===== src/rtl/vga_map_pkg.sv =====
package vga_map_pkg;
  localparam int PLANES = 4;
  localparam int ADDR_W = 16;
  localparam int OFS_W  = ADDR_W + 1;

  typedef enum logic [1:0] {
    WIN_FULL  = 2'b00,
    WIN_LOW   = 2'b01,
    WIN_MONO  = 2'b10,
    WIN_COLOR = 2'b11
  } win_sel_t;
endpackage


===== src/rtl/vga_win_decode.sv =====
module vga_win_decode #(
  parameter int ADDR_W = 16,
  localparam int OFS_W = ADDR_W + 1
) (
  input  logic [OFS_W-1:0]  ofs,
  input  logic [1:0]        sel,
  output logic              in_win,
  output logic [ADDR_W-1:0] rel
);
  import vga_map_pkg::*;

  always_comb begin
    unique case (win_sel_t'(sel))
      WIN_FULL: begin
        in_win = 1'b1;
        rel    = ofs[ADDR_W-1:0];
      end
      WIN_LOW: begin
        in_win = ~ofs[OFS_W-1];
        rel    = ofs[ADDR_W-1:0];
      end
      WIN_MONO: begin
        in_win = (ofs[OFS_W-1:OFS_W-2] == 2'b10);
        rel    = {1'b0, ofs[ADDR_W-2:0]};
      end
      default: begin
        in_win = (ofs[OFS_W-1:OFS_W-2] == 2'b11);
        rel    = {1'b0, ofs[ADDR_W-2:0]};
      end
    endcase
  end
endmodule


===== src/rtl/vga_addr_chain.sv =====
module vga_addr_chain #(
  parameter int ADDR_W = 16,
  localparam int OFS_W = ADDR_W + 1
) (
  input  logic [ADDR_W-1:0] rel,
  input  logic [OFS_W-1:0]  ofs,
  input  logic [1:0]        sel,
  input  logic              chain,
  input  logic              page,
  output logic [ADDR_W-1:0] addr
);
  logic low_bit;

  always_comb begin
    if (!chain)             low_bit = rel[0];
    else if (sel == 2'b00)  low_bit = ofs[OFS_W-1];
    else                    low_bit = page;
    addr = {rel[ADDR_W-1:1], low_bit};
  end
endmodule


===== src/rtl/vga_plane_pick.sv =====
module vga_plane_pick #(
  parameter int PLANES = 4,
  localparam int IDX_W = $clog2(PLANES)
) (
  input  logic              a0,
  input  logic              wr_go,
  input  logic              flat,
  input  logic [PLANES-1:0] mask,
  input  logic              rd_oe,
  input  logic [IDX_W-1:0]  rd_sel,
  output logic [PLANES-1:0] wr_en,
  output logic [IDX_W-1:0]  rd_idx
);
  for (genvar p = 0; p < PLANES; p++) begin : g_plane
    localparam bit ODD = (p % 2) == 1;
    assign wr_en[p] = wr_go & mask[p] & (flat | (a0 == ODD));
  end

  always_comb begin
    rd_idx = rd_sel;
    if (rd_oe) rd_idx[0] = a0;
  end
endmodule


===== src/rtl/vga_host_plane_map.sv =====
module vga_host_plane_map #(
  parameter int ADDR_W = 16,
  parameter int PLANES = 4,
  localparam int OFS_W = ADDR_W + 1,
  localparam int IDX_W = $clog2(PLANES)
) (
  input  logic              clk,
  input  logic              rst,
  input  logic [OFS_W-1:0]  host_ofs,
  input  logic              rd_req,
  input  logic              wr_req,
  input  logic [PLANES-1:0] plane_mask,
  input  logic              wr_flat,
  input  logic [IDX_W-1:0]  rd_map,
  input  logic              rd_oddeven,
  input  logic [1:0]        map_win,
  input  logic              addr_chain,
  input  logic              page_hi,
  output logic              win_hit,
  output logic [ADDR_W-1:0] plane_addr,
  output logic [PLANES-1:0] plane_wr_en,
  output logic [IDX_W-1:0]  rd_plane
);
  logic              in_win;
  logic [ADDR_W-1:0] rel_ofs;
  logic [ADDR_W-1:0] mapped;
  logic [PLANES-1:0] we_d;
  logic [IDX_W-1:0]  rd_d;

  vga_win_decode #(.ADDR_W(ADDR_W)) u_win (
    .ofs(host_ofs), .sel(map_win), .in_win(in_win), .rel(rel_ofs)
  );

  vga_addr_chain #(.ADDR_W(ADDR_W)) u_chain (
    .rel(rel_ofs), .ofs(host_ofs), .sel(map_win),
    .chain(addr_chain), .page(page_hi), .addr(mapped)
  );

  vga_plane_pick #(.PLANES(PLANES)) u_pick (
    .a0(host_ofs[0]), .wr_go(wr_req & in_win), .flat(wr_flat),
    .mask(plane_mask), .rd_oe(rd_oddeven), .rd_sel(rd_map),
    .wr_en(we_d), .rd_idx(rd_d)
  );

  always_ff @(posedge clk) begin
    if (rst) begin
      win_hit     <= 1'b0;
      plane_addr  <= '0;
      plane_wr_en <= '0;
      rd_plane    <= '0;
    end else begin
      win_hit     <= in_win & (rd_req | wr_req);
      plane_addr  <= mapped;
      plane_wr_en <= we_d;
      rd_plane    <= rd_d;
    end
  end

  // no plane is written without a window hit
  p_we_needs_hit_r3: assert property (@(posedge clk) disable iff (rst)
    (plane_wr_en != '0) |-> win_hit);

  // odd/even writes keep to the parity-matched planes
  p_oe_parity_r5: assert property (@(posedge clk) disable iff (rst)
    (!$past(rst) && $past(wr_req) && !$past(wr_flat) && !$past(host_ofs[0]))
      |-> ((plane_wr_en & 4'b1010) == 4'b0000));

  // flat writes follow the mask
  p_flat_mask_r4: assert property (@(posedge clk) disable iff (rst)
    (!$past(rst) && win_hit && $past(wr_req) && $past(wr_flat))
      |-> (plane_wr_en == $past(plane_mask)));

  // odd/even reads take host A0 as the low index bit
  p_rd_oddeven_r7: assert property (@(posedge clk) disable iff (rst)
    (!$past(rst) && $past(rd_oddeven)) |-> (rd_plane[0] == $past(host_ofs[0])));

  // unchained address keeps host A0
  p_chain_off_r8: assert property (@(posedge clk) disable iff (rst)
    (!$past(rst) && !$past(addr_chain)) |-> (plane_addr[0] == $past(host_ofs[0])));

  // chained small window takes the page bit
  p_page_bit_r10: assert property (@(posedge clk) disable iff (rst)
    (!$past(rst) && $past(addr_chain) && ($past(map_win) != 2'b00))
      |-> (plane_addr[0] == $past(page_hi)));
endmodule


===== config.mk =====
export PLATFORM = sky130hd
export DESIGN_NAME = vga_host_plane_map
export DESIGN_NICKNAME = d
export VERILOG_FILES = /design/src/rtl/vga_map_pkg.sv /design/src/rtl/vga_win_decode.sv /design/src/rtl/vga_addr_chain.sv /design/src/rtl/vga_plane_pick.sv /design/src/rtl/vga_host_plane_map.sv
export SDC_FILE = /design/constraint.sdc
export NUM_CORES = 1
export LEC_CHECK = 0
export ABC_AREA = 1
export ABC_CLOCK_PERIOD_IN_PS = 850
export BUFFER_PORTS_ARGS = -buffer_cell sky130_fd_sc_hd__buf_2
export CORE_MARGIN = 1.5
export CORE_UTILIZATION = 37
export DETAILED_ROUTE_END_ITERATION = 6
export PLACE_DENSITY = 0.73
export SETUP_SLACK_MARGIN = 0.05
export SYNTH_ARGS = -nofsm -noshare
export SYNTH_HDL_FRONTEND = slang
export SYNTH_SLANG_ARGS = --single-unit

===== constraint.sdc =====
create_clock -name clk -period 0.85 [get_ports clk]
set_clock_uncertainty 0.05 [all_clocks]
set_input_delay 0.1275 -clock clk [delete_from_list [all_inputs] [get_ports clk]]
set_output_delay 0.1275 -clock clk [all_outputs]
set_load 0.005 [all_outputs]

### Word level (Yosys, flattened, before mapping)

Index checks and enable logic that the tools add are counted.

* register bits after elaboration: 23
* input bits: 33
* word-level logic and storage cells: 32
* bits in read-only memories: 0
* memories: 0
* memory bits (writable): 0
* latch bits: 0

* equality and inequality tests: 4
* $add $sub $neg: 0
* bitwise operators: 16
* shift operators: 0
* div/mod/pow operators: 0
* multiply operators: 0
* $lt $le $gt $ge: 0
* mux-type cells: 4
* reductions and logical operators: 3

Operators by type and width (number)
* 1-bit AND: 10
* 2-bit equality test (second input constant): 3
* 2-bit OR reduction: 2
* 1-bit two-way mux: 3
* 1-bit inverter: 3
* 1-bit bitwise OR: 3
* 1-bit one-hot mux with 3 select lines: 1
* 2-bit by 1-bit equality test with 1-bit output (second input constant): 1
* 2-bit logical NOT: 1

### Longest topological paths before layout

Gate-level depths: netlist of run 1.

* word-level depth: 5
* depth in mapped cells: 7
* mapped depth without buffers: 7

### Modules after synthesis

Synthesis of run 1 repeated with hierarchy kept, for this count alone.

* cells, all modules: 136
* area total of the unflattened synthesis: 1031.0 um^2

Modules (own cells, without submodules)
* vga_host_plane_map: area an instance 670.6 um^2, instances 1, seq. area each 460.4 um^2, cells an instance 75
* vga_addr_chain: area an instance 155.1 um^2, instances 1, seq. area each 0.0 um^2, cells an instance 24
* vga_win_decode: area an instance 145.1 um^2, instances 1, seq. area each 0.0 um^2, cells an instance 23
* vga_plane_pick: area an instance 60.1 um^2, instances 1, seq. area each 0.0 um^2, cells an instance 14

### Least setup slack after synthesis of run 1

No wires, ideal clock.

* kind: input to register
* start point: input rst
* end point: register plane_addr[13]
* stages: 3
* library setup time: 117 ps
* path slack: 157 ps
* arrival: 526 ps
* path buffers: 2
* cell sequence: buf_2 buf_2 nor2_1

RTL lines
* from (decl): RTL line vga_host_plane_map.sv:8 `input logic rst,`
* to (signal assigned): RTL line vga_host_plane_map.sv:53 `plane_addr <= mapped;`
* to (decl): RTL line vga_host_plane_map.sv:20 `output logic [ADDR_W-1:0] plane_addr,`

No word-level cell between the ends.

### Worst setup path in the final report of run 1

* start point: register rd_plane[1]
* end point: output rd_plane[1]

RTL lines
* from (decl): RTL line vga_host_plane_map.sv:22 `output logic [IDX_W-1:0] rd_plane`
* from (signal assigned): RTL line vga_host_plane_map.sv:55 `rd_plane <= rd_d;`

No word-level cell between the ends.

==> results of run 1 <==
-- cell usage in the layout (no fill, tap or decap), types with 2 or more instances in the layout --
master         count
buf_2             49
nor2_1            20
inv_1             19
dlygate4sd3_1     17
dfxtp_1           16
nand2_1            8
dfxtp_2            7
buf_6              6
nand3_1            5
a21oi_1            3
clkbuf_4           3
o21ai_0            2
-- per-stage QoR --
stage | power [mW] | utilization, % | hold WS (ns) | setup TNS, ns
global route | 2.067 | 72.42 | 0.002004 | -2.308
finish | 1.941 | 72.42 | 0.01950 | -1.189
CTS | 1.946 | 69.82 | 0.005940 | -1.516
floorplan | 1.261 | - | 0.1550 | 0
detailed placement | 1.416 | 58.81 | 0.2806 | 0
global placement | 1.405 | 58.81 | 0.2742 | 0
-- cell families (layout without fill, tap and decap cells) --
family          Yosys count  after routing  synth area share, %
compound gates            6              6                4.444
buf+inv                  22             97                11.62
flops                    23             23                62.91
simple gates             37             37                21.03
-- registers in the layout, indices dropped and copies added, names as in the netlist --
register / count
rd_plane: 2
plane_wr_en: 4
win_hit: 1
plane_addr: 16
-- how the worst max path moves through the flow --
| stage | cells after the start | to | slack (ns) | startpoint |
|---|---|---|---|---|
| 5_1_grt | 1 | win_hit | -0.11 | win_hit$_SDFF_PP0_ |
| 3_5_place_dp | 8 | plane_wr_en[0]$_SDFF_PP0_ | 0.05 | host_ofs[15] |
| 6_report | 1 | rd_plane[1] | -0.07 | rd_plane[1]$_SDFF_PP0_ |
| 4_1_cts | 1 | plane_wr_en[2] | -0.08 | plane_wr_en[2]$_SDFF_PP0_ |
| 2_1_floorplan | 3 | plane_addr[13]$_SDFF_PP0_ | 0.16 | rst |
| 3_3_place_gp | 8 | plane_wr_en[1]$_SDFF_PP0_ | 0.09 | host_ofs[15] |
-- metal layers --
metal,vias up,share of wire (%)
met5,-,0
met4,0,0.52
met3,2,8.8
met2,40,56
met1,343,35
li1,408,-
-- area by class of cell --
| class | count | area share (%) |
|---|---|---|
| Sequential cell | 23 | 36.34 |
| Tap cell | 25 | 2.422 |
| Timing Repair Buffer | 73 | 38.95 |
| Multi-Input combinational cell | 43 | 14.44 |
| Inverter | 20 | 5.814 |
| Clock buffer | 4 | 2.035 |
-- where the power goes --
group          internal [mW]  switching, mW  total, mW
Clock                  0.182          0.283      0.465
Combinational          0.196          0.129      0.325
Sequential              1.14         0.0163       1.15
Total                   1.51          0.428       1.94
-- timing repair --
item	4_1_cts	5_1_grt
hold buffers	17	0
cloned	0	0
resized for setup	0	13
endpoints found under the hold margin	17	0
endpoints found under the setup margin	23	23
==> results.py, run 1 <==
metrics = {
    "logic_synthesis": {
        "synthTopCellsByArea": "dfxtp_1 (63%), nor2_1 (10%), inv_1 (9.7%), nand2_1 (4.1%), nand3_1 (3.4%)",
        "synth_top_cells_by_count": "dfxtp_1 (23), nor2_1 (20), inv_1 (19)",
        "syn_avg_cell_area_um2": 8.318,
        "yosysMostFrequentCell": "dfxtp_1",
        "yosys.area.top_type_share_pct": 62.91,
        "synth_fp_nets": 121,
        "syn-cell-area_um2": 732.0,
        "synth_cells": 88,
        "yosys_warnings": 0,
        "async_flop_share_pct": 0,
        "ys.flop_type": "dfxtp_1",
        "synth-seq-area-share_pct": 62.91,
        "synth-edff-count": 0,
        "synth_cell_types": 14,
        "synth_seq_cells": 23,
        "yosysTopAreaCell": "dfxtp_1",
    },
    "global_routing": {
        "grt_pass1_wl_mm": 2.656,
        "grt_max_degree": 17,
        "grt_pass1_vias": 733,
        "grtUsageMet3_pct": 4.151,
        "track_usage_pct": 17.55,
        "antenna_found_initial": 0,
        "use_met1_pct": 15.46,
        "grt_util_met2_pct": 35.95,
        "grt_overflow": 0,
        "top_usage_layer": "met2",
    },
    "die": {
        "start_util_pct": 41.05,
        "core_area_um2": 1783,
        "io_pins": 56,
        "dieArea_um2": 2254,
        "die_x_um": 47.48,
        "die_height_um": 47.48,
        "num_rows": 15,
    },
    "drt": {
        "ant_nets": 0,
        "wire_per_inst_um": 10.25,
        "num_vias": 793,
        "drtPass1Iterations": 2,
        "drt_iter0_drc": 5,
        "routed_wl_mm": 1.927,
        "drt-vias-per-instance": 4.218,
        "drc_errors": 0,
    },
    "sta": {
        "finalCriticalPeriod_ns": 0.9181,
        "rsz0062_at_grt": "true",
        "hold_viol": 0,
        "worst_slew_pin_slew_ns": 0.1406,
        "fin_crit_sh_pct": 108.0,
        "setup_ws_ns": -0.06809,
        "finalSetupViolCount": 23,
        "drv_slew": 0,
        "slew_headroom_pct": 90.55,
        "fmax_mhz": 1089,
    },
    "setup_path": {
        "critPathArrivalTime_ns": 0.74,
        "critPathRequiredTime_ns": 0.67,
        "critPathCaptureType": "primary output",
        "critPathMaxStageDelay_ns": 0.34,
        "cp_max_fo": 1,
        "crit_buf_inv": 1,
        "cp_top_family": "flip-flops",
        "critPathLaunchType": "register",
        "crit_chain": "buf_6",
        "critPathSlowestCell": "dfxtp_2",
        "crit_type": "reg -> out",
    },
    "pwr": {
        "cellPowerDensity_nw_per_um2": 1504,
        "power_leakage_nw": 0.7234,
        "vdd_drop_max_mv": 0.9315,
    },
    "run": {
        "drv_cap": 0,
    },
    "clock_tree": {
        "cts.sinks": 23,
        "clock_path_buffers": 2,
        "cts_setup_buffers": 0,
        "cts_tree": "built",
        "cts-root-buf": "clkbuf_4",
        "cts_buffers": 3,
        "clkTransAtPathRegs_ns": 0.12,
        "htreeDepth": 1,
    },
    "cells_and_area": {
        "multiInputGateArea_um2": 186.4,
        "ff_latch_area_um2": 469.2,
        "drive_above_1_share_pct": 41.72,
        "nFillCells": 137,
        "antennaDiodeCount": 0,
        "stdcell_area_um2": 1291,
        "nets": 197,
        "layoutNonFillerInstCount": 188,
        "area_growth_pct": 76.41,
    },
    "hold_path": {
        "min_from": "plane_mask[0]",
        "hold_path_class": "in -> reg",
        "min_to": "plane_wr_en[0]$_SDFF_PP0_",
        "hold_depth": 3,
    },
    "placed_design": {
        "place.gp.congestion": 0.6402,
        "dpl_cell_area_um2": 1049,
        "hpwl_mm": 1.278,
        "io_buffers": 55,
        "dp.cells": 167,
        "preCtsSetupSlack_ns": 0.04581,
    },
    "run_status": {
        "status": "complete, but fails checks",
        "violations": "negative setup slack",
    },
}
Note: power is estimated with default switching activity, not from simulation.
==> run 2: changes to the inputs <==
--- a/config.mk
+++ b/config.mk
@@ -12,7 +12,7 @@
 export CORE_UTILIZATION = 37
 export DETAILED_ROUTE_END_ITERATION = 6
 export PLACE_DENSITY = 0.73
-export SETUP_SLACK_MARGIN = 0.05
+export SETUP_SLACK_MARGIN = 0.2
 export SYNTH_ARGS = -nofsm -noshare
 export SYNTH_HDL_FRONTEND = slang
 export SYNTH_SLANG_ARGS = --single-unit
==> run 2 against run 1 <==
- the flow finishes with violations (negative hold slack, negative setup slack)
- utilization shrank 9.5 points
- non-clock buffer count shrank 17
- combinational power shrank 21%
- maximum frequency grew 0.70%
- die area is the same
- final area shrank 13%
- worst setup slack gained 0.0064 ns
- critical path depth is the same
- sequential share of layout area grew 5.5 points
- wire length shrank 23%
- global-route usage shrank 3.3 points
- critical path type unchanged
- largest cell class is now flip-flops and latches
- highest routed layer unchanged
==> results.py, run 2 (synthesis gave the netlist of run 1 again) <==
metrics = {
    "run_status": {
        "status": "complete, but fails checks",
        "violations": "negative hold slack, negative setup slack",
    },
    "hold_path": {
        "hold_depth": 2,
        "min_from": "rd_oddeven",
        "min_to": "rd_plane[0]$_SDFF_PP0_",
        "hold_path_class": "in -> reg",
    },
    "sta": {
        "hold_ws_ns": -0.03969,
        "hold_viol": 17,
        "setup_ws_ns": -0.06167,
        "rsz0062_at_grt": "true",
        "finalCriticalPeriod_ns": 0.9117,
        "fin_crit_sh_pct": 107.3,
        "worst_slew_pin_slew_ns": 0.1557,
        "drv_slew": 0,
        "finalSetupViolCount": 23,
        "slew_headroom_pct": 89.51,
        "finalSetupTns_ns": -1.111,
        "fmax_mhz": 1097,
    },
    "die": {
        "start_util_pct": 41.05,
        "die_x_um": 47.48,
        "dieArea_um2": 2254,
        "num_rows": 15,
        "core_area_um2": 1783,
        "io_pins": 56,
        "die_height_um": 47.48,
    },
    "pwr": {
        "seqPwrFrac_pct": 61.7,
        "power.clock.fraction_pct": 24.6,
        "vdd_drop_max_mv": 0.7525,
        "cellPowerDensity_nw_per_um2": 1663,
        "p_sw_uw": 403.2,
        "power_mw": 1.864,
        "power_leakage_nw": 0.6496,
        "pwr-share-comb_pct": 13.7,
        "p_int_mw": 1.461,
        "switching_share_pct": 21.63,
    },
    "drt": {
        "top_layer_used": "met4",
        "wl_met3_um": 140,
        "ant_nets": 0,
        "wl_met2_um": 754,
        "drt_iter0_drc": 1,
        "drtPass1Iterations": 3,
        "routed_wl_mm": 1.479,
        "drc_errors": 0,
        "drt-vias-per-instance": 4.105,
        "wl_met1_um": 552,
        "wire_per_inst_um": 8.649,
        "num_vias": 702,
    },
    "clock_tree": {
        "clock_path_buffers": 2,
        "cts-root-buf": "clkbuf_4",
        "htreeDepth": 1,
        "cts.sinks": 23,
        "cts_setup_buffers": 0,
        "clkTransAtPathRegs_ns": 0.11,
        "cts_buffers": 3,
        "cts_tree": "built",
    },
    "cells_and_area": {
        "utilization_pct": 62.88,
        "nFillCells": 169,
        "antennaDiodeCount": 0,
        "largest_reg_flops": 16,
        "layout_common_cells": "buf_2 (49), nor2_1 (20), inv_1 (19)",
        "layoutNonFillerInstCount": 171,
        "nets": 180,
        "top_register": "plane_addr",
        "final_common_cell": "buf_2",
        "drive_above_1_share_pct": 46.58,
        "stdcell_area_um2": 1121,
        "area_growth_pct": 53.16,
        "reg_top3": "plane_addr: 16 flops, plane_wr_en: 4 flops, rd_plane: 2 flops",
    },
    "placed_design": {
        "io_buffers": 55,
        "preCtsSetupSlack_ns": 0.05920,
        "hpwl_mm": 1.190,
        "place.gp.congestion": 0.6543,
        "dp.cells": 167,
        "dpl_cell_area_um2": 1049,
    },
    "setup_path": {
        "crit_start": "rd_plane[0]$_SDFF_PP0_",
        "crit_buf_inv": 1,
        "critPathSlowestCell": "dfxtp_2",
        "cp_top_family": "flip-flops",
        "critPathRequiredTime_ns": 0.67,
        "critPathArrivalTime_ns": 0.73,
        "crit_chain": "buf_2",
        "critPathLaunchType": "register",
        "critPathMaxStageDelay_ns": 0.33,
        "crit_type": "reg -> out",
        "cp_max_fo": 1,
        "critPathCaptureType": "primary output",
    },
    "global_routing": {
        "grt_overflow": 0,
        "grt_max_degree": 16,
        "track_usage_pct": 14.25,
        "grt_pass1_wl_mm": 2.145,
        "grt_pass1_vias": 579,
        "antenna_found_initial": 0,
    },
    "run": {
        "drv_cap": 0,
    },
}
## run 2: how the worst max path moves through the flow
stage / end / slack [ns] / depth (start not counted)
detailed placement: plane_wr_en[2]$_SDFF_PP0_ / 0.06 / 8
finish: rd_plane[0] / -0.06 / 1
global route: plane_addr[11] / -0.12 / 1
CTS: plane_addr[6] / -0.08 / 1
floorplan: win_hit$_SDFF_PP0_ / 0.21 / 4
global placement: plane_wr_en[1]$_SDFF_PP0_ / 0.09 / 8
## run 2: layout make-up
cell class,instances,area (µm²),area share [%]
Sequential cell,23,469.2,41.85
Timing Repair Buffer,56,332.8,29.69
Multi-Input combinational cell,43,186.4,16.63
Inverter,20,75.07,6.696
Tap cell,25,31.28,2.790
Clock buffer,4,26.28,2.344
## run 2: layer usage
metal / up-vias / global-route usage, %
met5: - / 0
met4: 0 / 10.00
met3: 4 / 4.151
met2: 39 / 27.30
met1: 287 / 12.35
li1: 372 / -
## run 2: what timing repair did
action / CTS / global route
setup endpoints to repair: 23 / 23
hold endpoints to repair: 17 / 17
resized for setup: 1 / 12
## run 2: power by group through the flow
stage	sequential [mW]	clock, mW	combinational, mW
after floorplan	1.18	0	0.0866
after global placement	1.17	0	0.238
after detailed placement	1.17	0	0.245
after CTS	1.15	0.492	0.246
after global routing	1.16	0.541	0.294
final	1.15	0.458	0.256
